==> config.mk <==
export PLATFORM = sky130hd
export DESIGN_NAME = wfi_reset_ctrl
export DESIGN_NICKNAME = d
export VERILOG_FILES = /design/src/rtl/wrc_pkg.sv /design/src/rtl/wrc_hold_reg.sv /design/src/rtl/wrc_level_fsm.sv /design/src/rtl/wfi_reset_ctrl.sv
export SDC_FILE = /design/constraint.sdc
export NUM_CORES = 1
export LEC_CHECK = 0
export BUFFER_PORTS_ARGS = -buffer_cell sky130_fd_sc_hd__buf_4
export CAP_MARGIN = 0
export CELL_PAD_IN_SITES_DETAIL_PLACEMENT = 1
export CELL_PAD_IN_SITES_GLOBAL_PLACEMENT = 2
export CORE_ASPECT_RATIO = 1.25
export CORE_MARGIN = 1.5
export CORE_UTILIZATION = 35
export CTS_CLUSTER_DIAMETER = 150
export DETAILED_ROUTE_END_ITERATION = 8
export GPL_TIMING_DRIVEN = 0
export PLACE_DENSITY_LB_ADDON = 0.08
export SLEW_MARGIN = 20
export SYNTH_ARGS = -nofsm -noshare
export SYNTH_HDL_FRONTEND = slang
export SYNTH_SLANG_ARGS = --single-unit
==> constraint.sdc <==
create_clock -name clk -period 1.7 [get_ports clk]
set_input_delay 0 -clock clk [delete_from_list [all_inputs] [get_ports clk]]
set_output_delay 0 -clock clk [all_outputs]
set_load 0.02 [all_outputs]
==> src/rtl/wrc_pkg.sv <==
package wrc_pkg;

    parameter int CORES  = 4;
    parameter int HOLD_W = 2 * CORES + 1;

    typedef enum logic [1:0] {
        ST_IDLE = 2'd0,
        ST_WAIT = 2'd1,
        ST_MIN  = 2'd2,
        ST_HELD = 2'd3
    } lvl_state_e;

    // field layout, cluster on top, core reset at the bottom
    typedef struct packed {
        logic             cluster;
        logic [CORES-1:0] por;
        logic [CORES-1:0] core;
    } hold_t;

    // Expand written fields into the effective request of every line.
    function automatic hold_t implied_req(input hold_t h);
        hold_t r;
        r.cluster = h.cluster;
        r.por     = h.por | {CORES{h.cluster}};
        r.core    = h.core | r.por;
        return r;
    endfunction

endpackage

==> src/rtl/wrc_hold_reg.sv <==
module wrc_hold_reg
    import wrc_pkg::*;
(
    input  logic              clk,
    input  logic              rst,
    input  logic              cfg_cluster_on,
    input  logic              wr_en,
    input  logic [HOLD_W-1:0] wr_data,
    output hold_t             hold_q
);

    always_ff @(posedge clk) begin
        if (rst) begin
            hold_q         <= '0;
            hold_q.cluster <= cfg_cluster_on;
        end else if (wr_en) begin
            hold_q <= hold_t'(wr_data);
        end
    end


    hold_write_chk: assert property (@(posedge clk) disable iff (rst)
        wr_en |=> (hold_q == $past(wr_data)));

endmodule

==> src/rtl/wrc_level_fsm.sv <==
module wrc_level_fsm
    import wrc_pkg::*;
#(
    parameter int MIN_HOLD = 16
) (
    input  logic clk,
    input  logic rst,
    input  logic req,     // effective request for this line
    input  logic go,      // standby satisfied or higher level applied
    input  logic higher,  // a higher level covering this line is applied
    output logic rst_out
);

    localparam int CNT_W = (MIN_HOLD > 2) ? $clog2(MIN_HOLD) : 1;
    localparam logic [CNT_W-1:0] CNT_LAST = CNT_W'(MIN_HOLD - 1);
    localparam int RUN_W = $clog2(MIN_HOLD) + 1;

    lvl_state_e        state_q, state_d;
    logic [CNT_W-1:0]  cnt_q, cnt_d;

    always_comb begin
        state_d = state_q;
        cnt_d   = cnt_q;
        unique case (state_q)
            ST_IDLE: begin
                cnt_d = '0;
                if (req) state_d = go ? ST_MIN : ST_WAIT;
            end
            ST_WAIT: begin
                cnt_d = '0;
                if (!req)    state_d = ST_IDLE;
                else if (go) state_d = ST_MIN;
            end
            ST_MIN: begin
                if (cnt_q == CNT_LAST)
                    state_d = (req || higher) ? ST_HELD : ST_IDLE;
                else
                    cnt_d = cnt_q + 1'b1;
            end
            ST_HELD: begin
                if (!req && !higher) state_d = ST_IDLE;
            end
            default: state_d = ST_IDLE;
        endcase
    end

    always_ff @(posedge clk) begin
        if (rst) begin
            state_q <= ST_IDLE;
            cnt_q   <= '0;
            rst_out <= 1'b0;
        end else begin
            state_q <= state_d;
            cnt_q   <= cnt_d;
            rst_out <= (state_d == ST_MIN) || (state_d == ST_HELD);
        end
    end

    // Independent run-length of the applied reset, used only by checks.
    logic [RUN_W-1:0] run_len;
    always_ff @(posedge clk) begin
        if (rst || !rst_out)         run_len <= '0;
        else if (run_len != RUN_W'(MIN_HOLD)) run_len <= run_len + 1'b1;
    end


    rise_needs_go_chk: assert property (@(posedge clk) disable iff (rst)
        $rose(rst_out) |-> $past(req && go));


    min_assert_len_chk: assert property (@(posedge clk) disable iff (rst)
        $fell(rst_out) |-> ($past(run_len) >= RUN_W'(MIN_HOLD - 1)));


    fall_needs_release_chk: assert property (@(posedge clk) disable iff (rst)
        $fell(rst_out) |-> $past(!req && !higher));

endmodule

==> src/rtl/wfi_reset_ctrl.sv <==
module wfi_reset_ctrl
    import wrc_pkg::*;
#(
    parameter int MIN_HOLD = 16
) (
    input  logic              clk,
    input  logic              rst,
    input  logic              cfg_cluster_on,
    input  logic              wr_en,
    input  logic [HOLD_W-1:0] wr_data,
    output logic [HOLD_W-1:0] rd_data,
    input  logic [CORES-1:0]  standby,
    output logic [CORES-1:0]  core_rst,
    output logic [CORES-1:0]  por_rst,
    output logic              cluster_rst,
    output logic [HOLD_W-1:0] status
);

    hold_t hold_q;
    hold_t req;

    wrc_hold_reg u_hold (
        .clk            (clk),
        .rst            (rst),
        .cfg_cluster_on (cfg_cluster_on),
        .wr_en          (wr_en),
        .wr_data        (wr_data),
        .hold_q         (hold_q)
    );

    assign req     = implied_req(hold_q);
    assign rd_data = hold_q;

    wrc_level_fsm #(.MIN_HOLD(MIN_HOLD)) u_cluster (
        .clk     (clk),
        .rst     (rst),
        .req     (req.cluster),
        .go      (&standby),
        .higher  (1'b0),
        .rst_out (cluster_rst)
    );

    for (genvar n = 0; n < CORES; n++) begin : g_core
        wrc_level_fsm #(.MIN_HOLD(MIN_HOLD)) u_por (
            .clk     (clk),
            .rst     (rst),
            .req     (req.por[n]),
            .go      (standby[n] | cluster_rst),
            .higher  (cluster_rst),
            .rst_out (por_rst[n])
        );
        wrc_level_fsm #(.MIN_HOLD(MIN_HOLD)) u_core (
            .clk     (clk),
            .rst     (rst),
            .req     (req.core[n]),
            .go      (standby[n] | por_rst[n] | cluster_rst),
            .higher  (por_rst[n] | cluster_rst),
            .rst_out (core_rst[n])
        );
    end

    assign status = {cluster_rst, por_rst, core_rst};


    cluster_covers_por_chk: assert property (@(posedge clk) disable iff (rst)
        cluster_rst |-> (&por_rst));


    por_covers_core_chk: assert property (@(posedge clk) disable iff (rst)
        ((por_rst & ~core_rst) == '0));


    cluster_gate_chk: assert property (@(posedge clk) disable iff (rst)
        $rose(cluster_rst) |-> $past(&standby));

endmodule

# Word-level counts from Yosys, hierarchy flattened
# Index checks and enable logic that the tools add are counted.
# W data, S select, Z words.
# op_classes
add_sub_neg	9
eq_ne	63
n_mux	92
bitwise_logic	18
n_reduce_logical	76
# op_table
op	n
$mux W2	63
$eq A2 B2 Y1 const B	36
$pmux W2 S4	9
$pmux W4 S2	9
$add A4 B1 Y4 const B	9
$eq A4 B4 Y1 const B	9
$mux W4	9
$reduce_bool A2 Y1	10
$eq A2 B1 Y1 const B	9
$logic_not A2 Y1	9
$mux W9	2
$ne A2 B2 Y1 const B	9
$reduce_and A2 Y1	9
$reduce_or A2 Y1	9
$logic_or A1 B1 Y1	17
$or A1 B1 Y1	16
$logic_not A1 Y1	13
$logic_and A1 B1 Y1	8
$or A4 B4 Y4	2
$reduce_and A4 Y1	1
# totals
ff_bits	72
inputBits	17
out_inout_bits	27
wordCells	288

# Depth between registers and ports, before layout
# logic_depth
word_depth	8
ltp_mapped	5
depth_no_buf	4

# Modules after synthesis
# A second synthesis with hierarchy kept.
# hier_totals
cells_unflattened	351
area_unflattened_um2	3318.2
# by_module_without_submodules
mod	n_inst	cells_per_inst	area_each_um2	seq_area_each_um2
wrc_level_fsm	9	32	306.5	140.1
wrc_hold_reg	1	31	335.3	190.2
wfi_reset_ctrl	1	32	224.0	0.0

# Worst setup path before layout
# No wires, ideal clock.
# synth_path
path_type	reg-to-reg
start	register u_cluster.rst_out
end	register g_core[1].u_core.state_q[0]
setup_time_ns	0.079
arrival_time_ns	1.337
required_time_ns	1.621
setup_slack_ns	0.283
path_stages_with_launch	4
n_path_buf	0
period_less_slack_ns	1.417
path_cell_list	dfxtp_1 -> or3_1 -> or3b_1 -> a211oi_2
# synth_between
elab_chain_len	5
word_cells_on_any_way	13
cone_classes	mux: 8; bitwise: 2; reduce/logical: 3
# synth_lines
element	line	text
start, declared	wrc_level_fsm.sv:11	output logic rst_out
start signal, assigned	wrc_level_fsm.sv:55	rst_out <= (state_d == ST_MIN) || (state_d == ST_HELD);
$or A1 B1 Y1	wfi_reset_ctrl.sv:57	.higher (por_rst[n] | cluster_rst),
$logic_or A1 B1 Y1 / $logic_not A1 Y1 (equally long branches)	wrc_level_fsm.sv:36, wrc_level_fsm.sv:41	
$mux W2 / $logic_and A1 B1 Y1 (equally long branches)	wrc_level_fsm.sv:36, wrc_level_fsm.sv:41	
$mux W2, on equally long branches	wrc_level_fsm.sv:35, wrc_level_fsm.sv:41	
$pmux W2 S4 (*)	wrc_level_fsm.sv:24	unique case (state_q)
end signal, assigned	wrc_level_fsm.sv:53	state_q <= state_d;
end, declared	wrc_level_fsm.sv:18	lvl_state_e state_q, state_d;
# Mark *: on every way between the ends. The rest lies on a longest branch, timed or not.
# A chain may end at the register's enable or synchronous reset.

# Worst setup path in the final report
# layout_path
start	register u_hold.hold_q[8] (netlist name)
end	register g_core[1].u_core.rst_out
# layout_between
elab_chain_len	8
word_cells_on_any_way	14
cone_classes	eq/ne: 2; mux: 6; bitwise: 2; reduce/logical: 4
# layout_lines
element	line	text
$or A4 B4 Y4 (*)	wrc_pkg.sv:24	r.por = h.por | {CORES{h.cluster}};
$or A4 B4 Y4 (*)	wrc_pkg.sv:25	r.core = h.core | r.por;
$logic_or A1 B1 Y1 / $logic_not A1 Y1 (equally long branches)	-	
$mux W2 / $logic_and A1 B1 Y1 (equally long branches)	wrc_level_fsm.sv:36, wrc_level_fsm.sv:41	
$mux W2, on equally long branches	wrc_level_fsm.sv:35, wrc_level_fsm.sv:41	
$pmux W2 S4 (*)	wrc_level_fsm.sv:24	
$eq A2 B2 Y1	wrc_level_fsm.sv:55	
$logic_or A1 B1 Y1 (*)	wrc_level_fsm.sv:55	
end signal, assigned	wrc_level_fsm.sv:55	
end, declared	wrc_level_fsm.sv:11	
# Marked as above.

==> results.toml <==
[clocking]
clk_pin_slew_ps = 70
clock_latency_ps = 340
clockBufferDepth = 2
cts_buffers = 9
cts-htree-levels = 3
cts_tree = "built"
cts_setup_buffers = 0
cts_root_buffer = "clkbuf_8"
cts.sinks = 70

[final_layout]
fin_cells = 515
post-route-util_pct = 44.4
final_nets = 416
drive_gt1_share_pct = 23.8
design_area_um2 = 3820
fillers = 999
syn2layout_area_growth_pct = 23.7
diodes = 0

[timing]
slew_viol_final = 0
setup_viol = 0
rsz0062_at_grt = "no"
max_freq_mhz = 628
slew_headroom_pct = 61.4
min_period_ps = 1590
fin_skew_ps = 3.54
period_share_pct = 93.7
hold_violations = 0
layout_setup_ws_ps = 107
worst_pin_slew_ps = 576

[routing]
route.detailed.drc = 0
ant_nets = 0
routed_wl_mm = 7.72
wl_per_cell_um = 15.0
vias = 2685
viasPerCell = 5.21
drtPass1Iterations = 4
drt_iter0_drc = 52

[global_route]
antenna_found_initial = 0
grt_pass1_vias = 2700
grt_first_pass_wirelength_mm = 12.8
grt_overflow = 0
grt_start_max_net_pins = 12
track_usage_pct = 17.6

[pwr]
total_power_w = 0.00370
leakagePower_nw = 1.52
vdd_drop_max_mv = 0.374
power.density_nw_per_um2 = 969

[status]
status = "finished, final reports clean"

[synth]
syn_area_per_cell_um2 = 9.36
synth_warnings = 0
ys_seq_area_share_pct = 45.7
ys.flop_type = "dfxtp_1"
netlist_instances = 330
syn_nets = 356
ys_async_sr_fraction_pct = 0
synth_cell_type_count = 44
synth-seq-cells = 70
synth_area_um2 = 3090
synth-edff-count = 1

[floorplanning]
start_util_pct = 35.9
pin_count = 44
coreArea_um2 = 8610
dieArea_um2 = 9400
die_x_um = 87.0
rows = 38
die_h_um = 108

[critical_path]
worstPathRequired_ps = 1910
end_kind = "register"
critPathKind = "register to register"
worst-path-max-fanout = 12
worstSetupStartpointType = "register"
cp.arrival_ps = 1800

[hold_path]
holdCritPathClass = "input port to register"

[flow_run]
maxCapViolCount = 0

[placed_design]
place_area_um2 = 3550
io_buffer_count = 41
dp.cells = 491
dp_slack_ps = -78.1
place_congestion = 0.766
dp_hpwl_mm = 5.51
cell usage in the layout (no fill, tap or decap), types with 8 or more instances in the layout:
master         synthesis  final
a31o_2                 8      8
nor2_1                21     21
ha_1                   9      9
a21oi_1               29     29
clkbuf_8               0      9
dfxtp_1               69     69
nor3_1                11     11
o21ai_0               15     15
nand3_1                9      9
or3_1                 18     18
dlygate4sd3_1          0      9
nand2_1               24     24
buf_4                 18     59
mux2i_1               12     12
synth_stat cells (all sizes together), types with 4 or more instances:
library cell  count  share of area [%]
a2111oi           4                1.1
a211oi            6                1.6
a21oi            29                4.7
a31o              8                2.3
a31oi             6                1.2
buf              22                5.0
clkbuf            5               0.61
dfxtp            69                 45
ha                9                3.6
inv               7               0.85
mux2i            12                3.9
nand2            24                2.9
nand3             9                1.5
nand3b            4               0.97
nor2             21                2.6
nor3             11                1.8
nor4              7                1.6
o21ai            15                2.4
o21ba             4                1.3
or3              18                3.6
xnor2             6                1.7
per-stage QoR:
stage               hold WS [ps]  setup TNS [ps]
floorplan                    147               0
global placement             236            -159
detailed placement           245            -231
CTS                         4.75            -364
global route                37.4               0
finish                      13.1               0
final timing paths:
kind                                      startpoint                  endpoint  slack, ps  cells after the start
worst max-delay path                u_hold.hold_q[8]  g_core[1].u_core.rst_out        110                      3
worst min-delay path                      wr_data[8]          u_hold.hold_q[8]         10                      3
worst max register to register      u_hold.hold_q[8]  g_core[1].u_core.rst_out        110                      3
worst min register to register  u_cluster.state_q[0]        u_cluster.cnt_q[3]        470                      1
kinds of logic after synthesis:
logic type      share of synthesized area (%)
buf+inv                                  6.48
flops                                    45.7
mux                                      3.89
simple gates                             18.4
compound gates                           19.4
xor+xnor                                 2.55
fa+ha+maj                                3.65
flip-flops by register name, indices dropped and copies added (netlist names), named ones only:
| name | cells |
|---|---|
| g_core.u_core.cnt_q | 16 |
| g_core.u_core.rst_out | 3 |
| g_core.u_core.state_q | 7 |
| g_core.u_por.cnt_q | 16 |
| g_core.u_por.rst_out | 3 |
| g_core.u_por.state_q | 7 |
| u_cluster.cnt_q | 4 |
| u_cluster.rst_out | 1 |
| u_cluster.state_q | 2 |
| u_hold.hold_q | 9 |
per-layer routing:
layer	up-vias	GRT usage (%)	share of wire, %
met4	0	8.64	2.0
met1	1306	21.1	46
met2	44	29.9	49
li1	1324	-	-
met5	-	0	0
met3	11	3.05	2.8
report_power, final:
| part | leakage (nW) | internal [W] | switching [W] |
|---|---|---|---|
| sequential | 0.574 | 0.00174 | 0.000107 |
| clock | 0.0950 | 0.000610 | 0.000631 |
| combinational | 0.852 | 0.000302 | 0.000317 |
worst max-delay path: stages (launching register included):
cell and delay [ps]:
edfxtp_1 580, or2_1 400, nor4_2 320, a311oi_1 150
what timing repair did:
item / in CTS / in global routing
resized for setup: 0 / 2
hold buffers: 9 / 0
endpoints found under the setup margin: 6 / 13
hold endpoints to repair: 9 / 0
layout make-up:
cell class	instances	area, um^2	share of cell area (%)
flip-flops and latches	70	1410	36.9
plain buffers	26	170	4.45
inverters	7	26.3	0.687
multi-input cells	226	1490	39.0
clock inverters	4	20.0	0.524
clock buffers	12	156	4.09
well taps	120	150	3.93
repair buffers	50	398	10.4
Power figures use the tool's default switching activity.
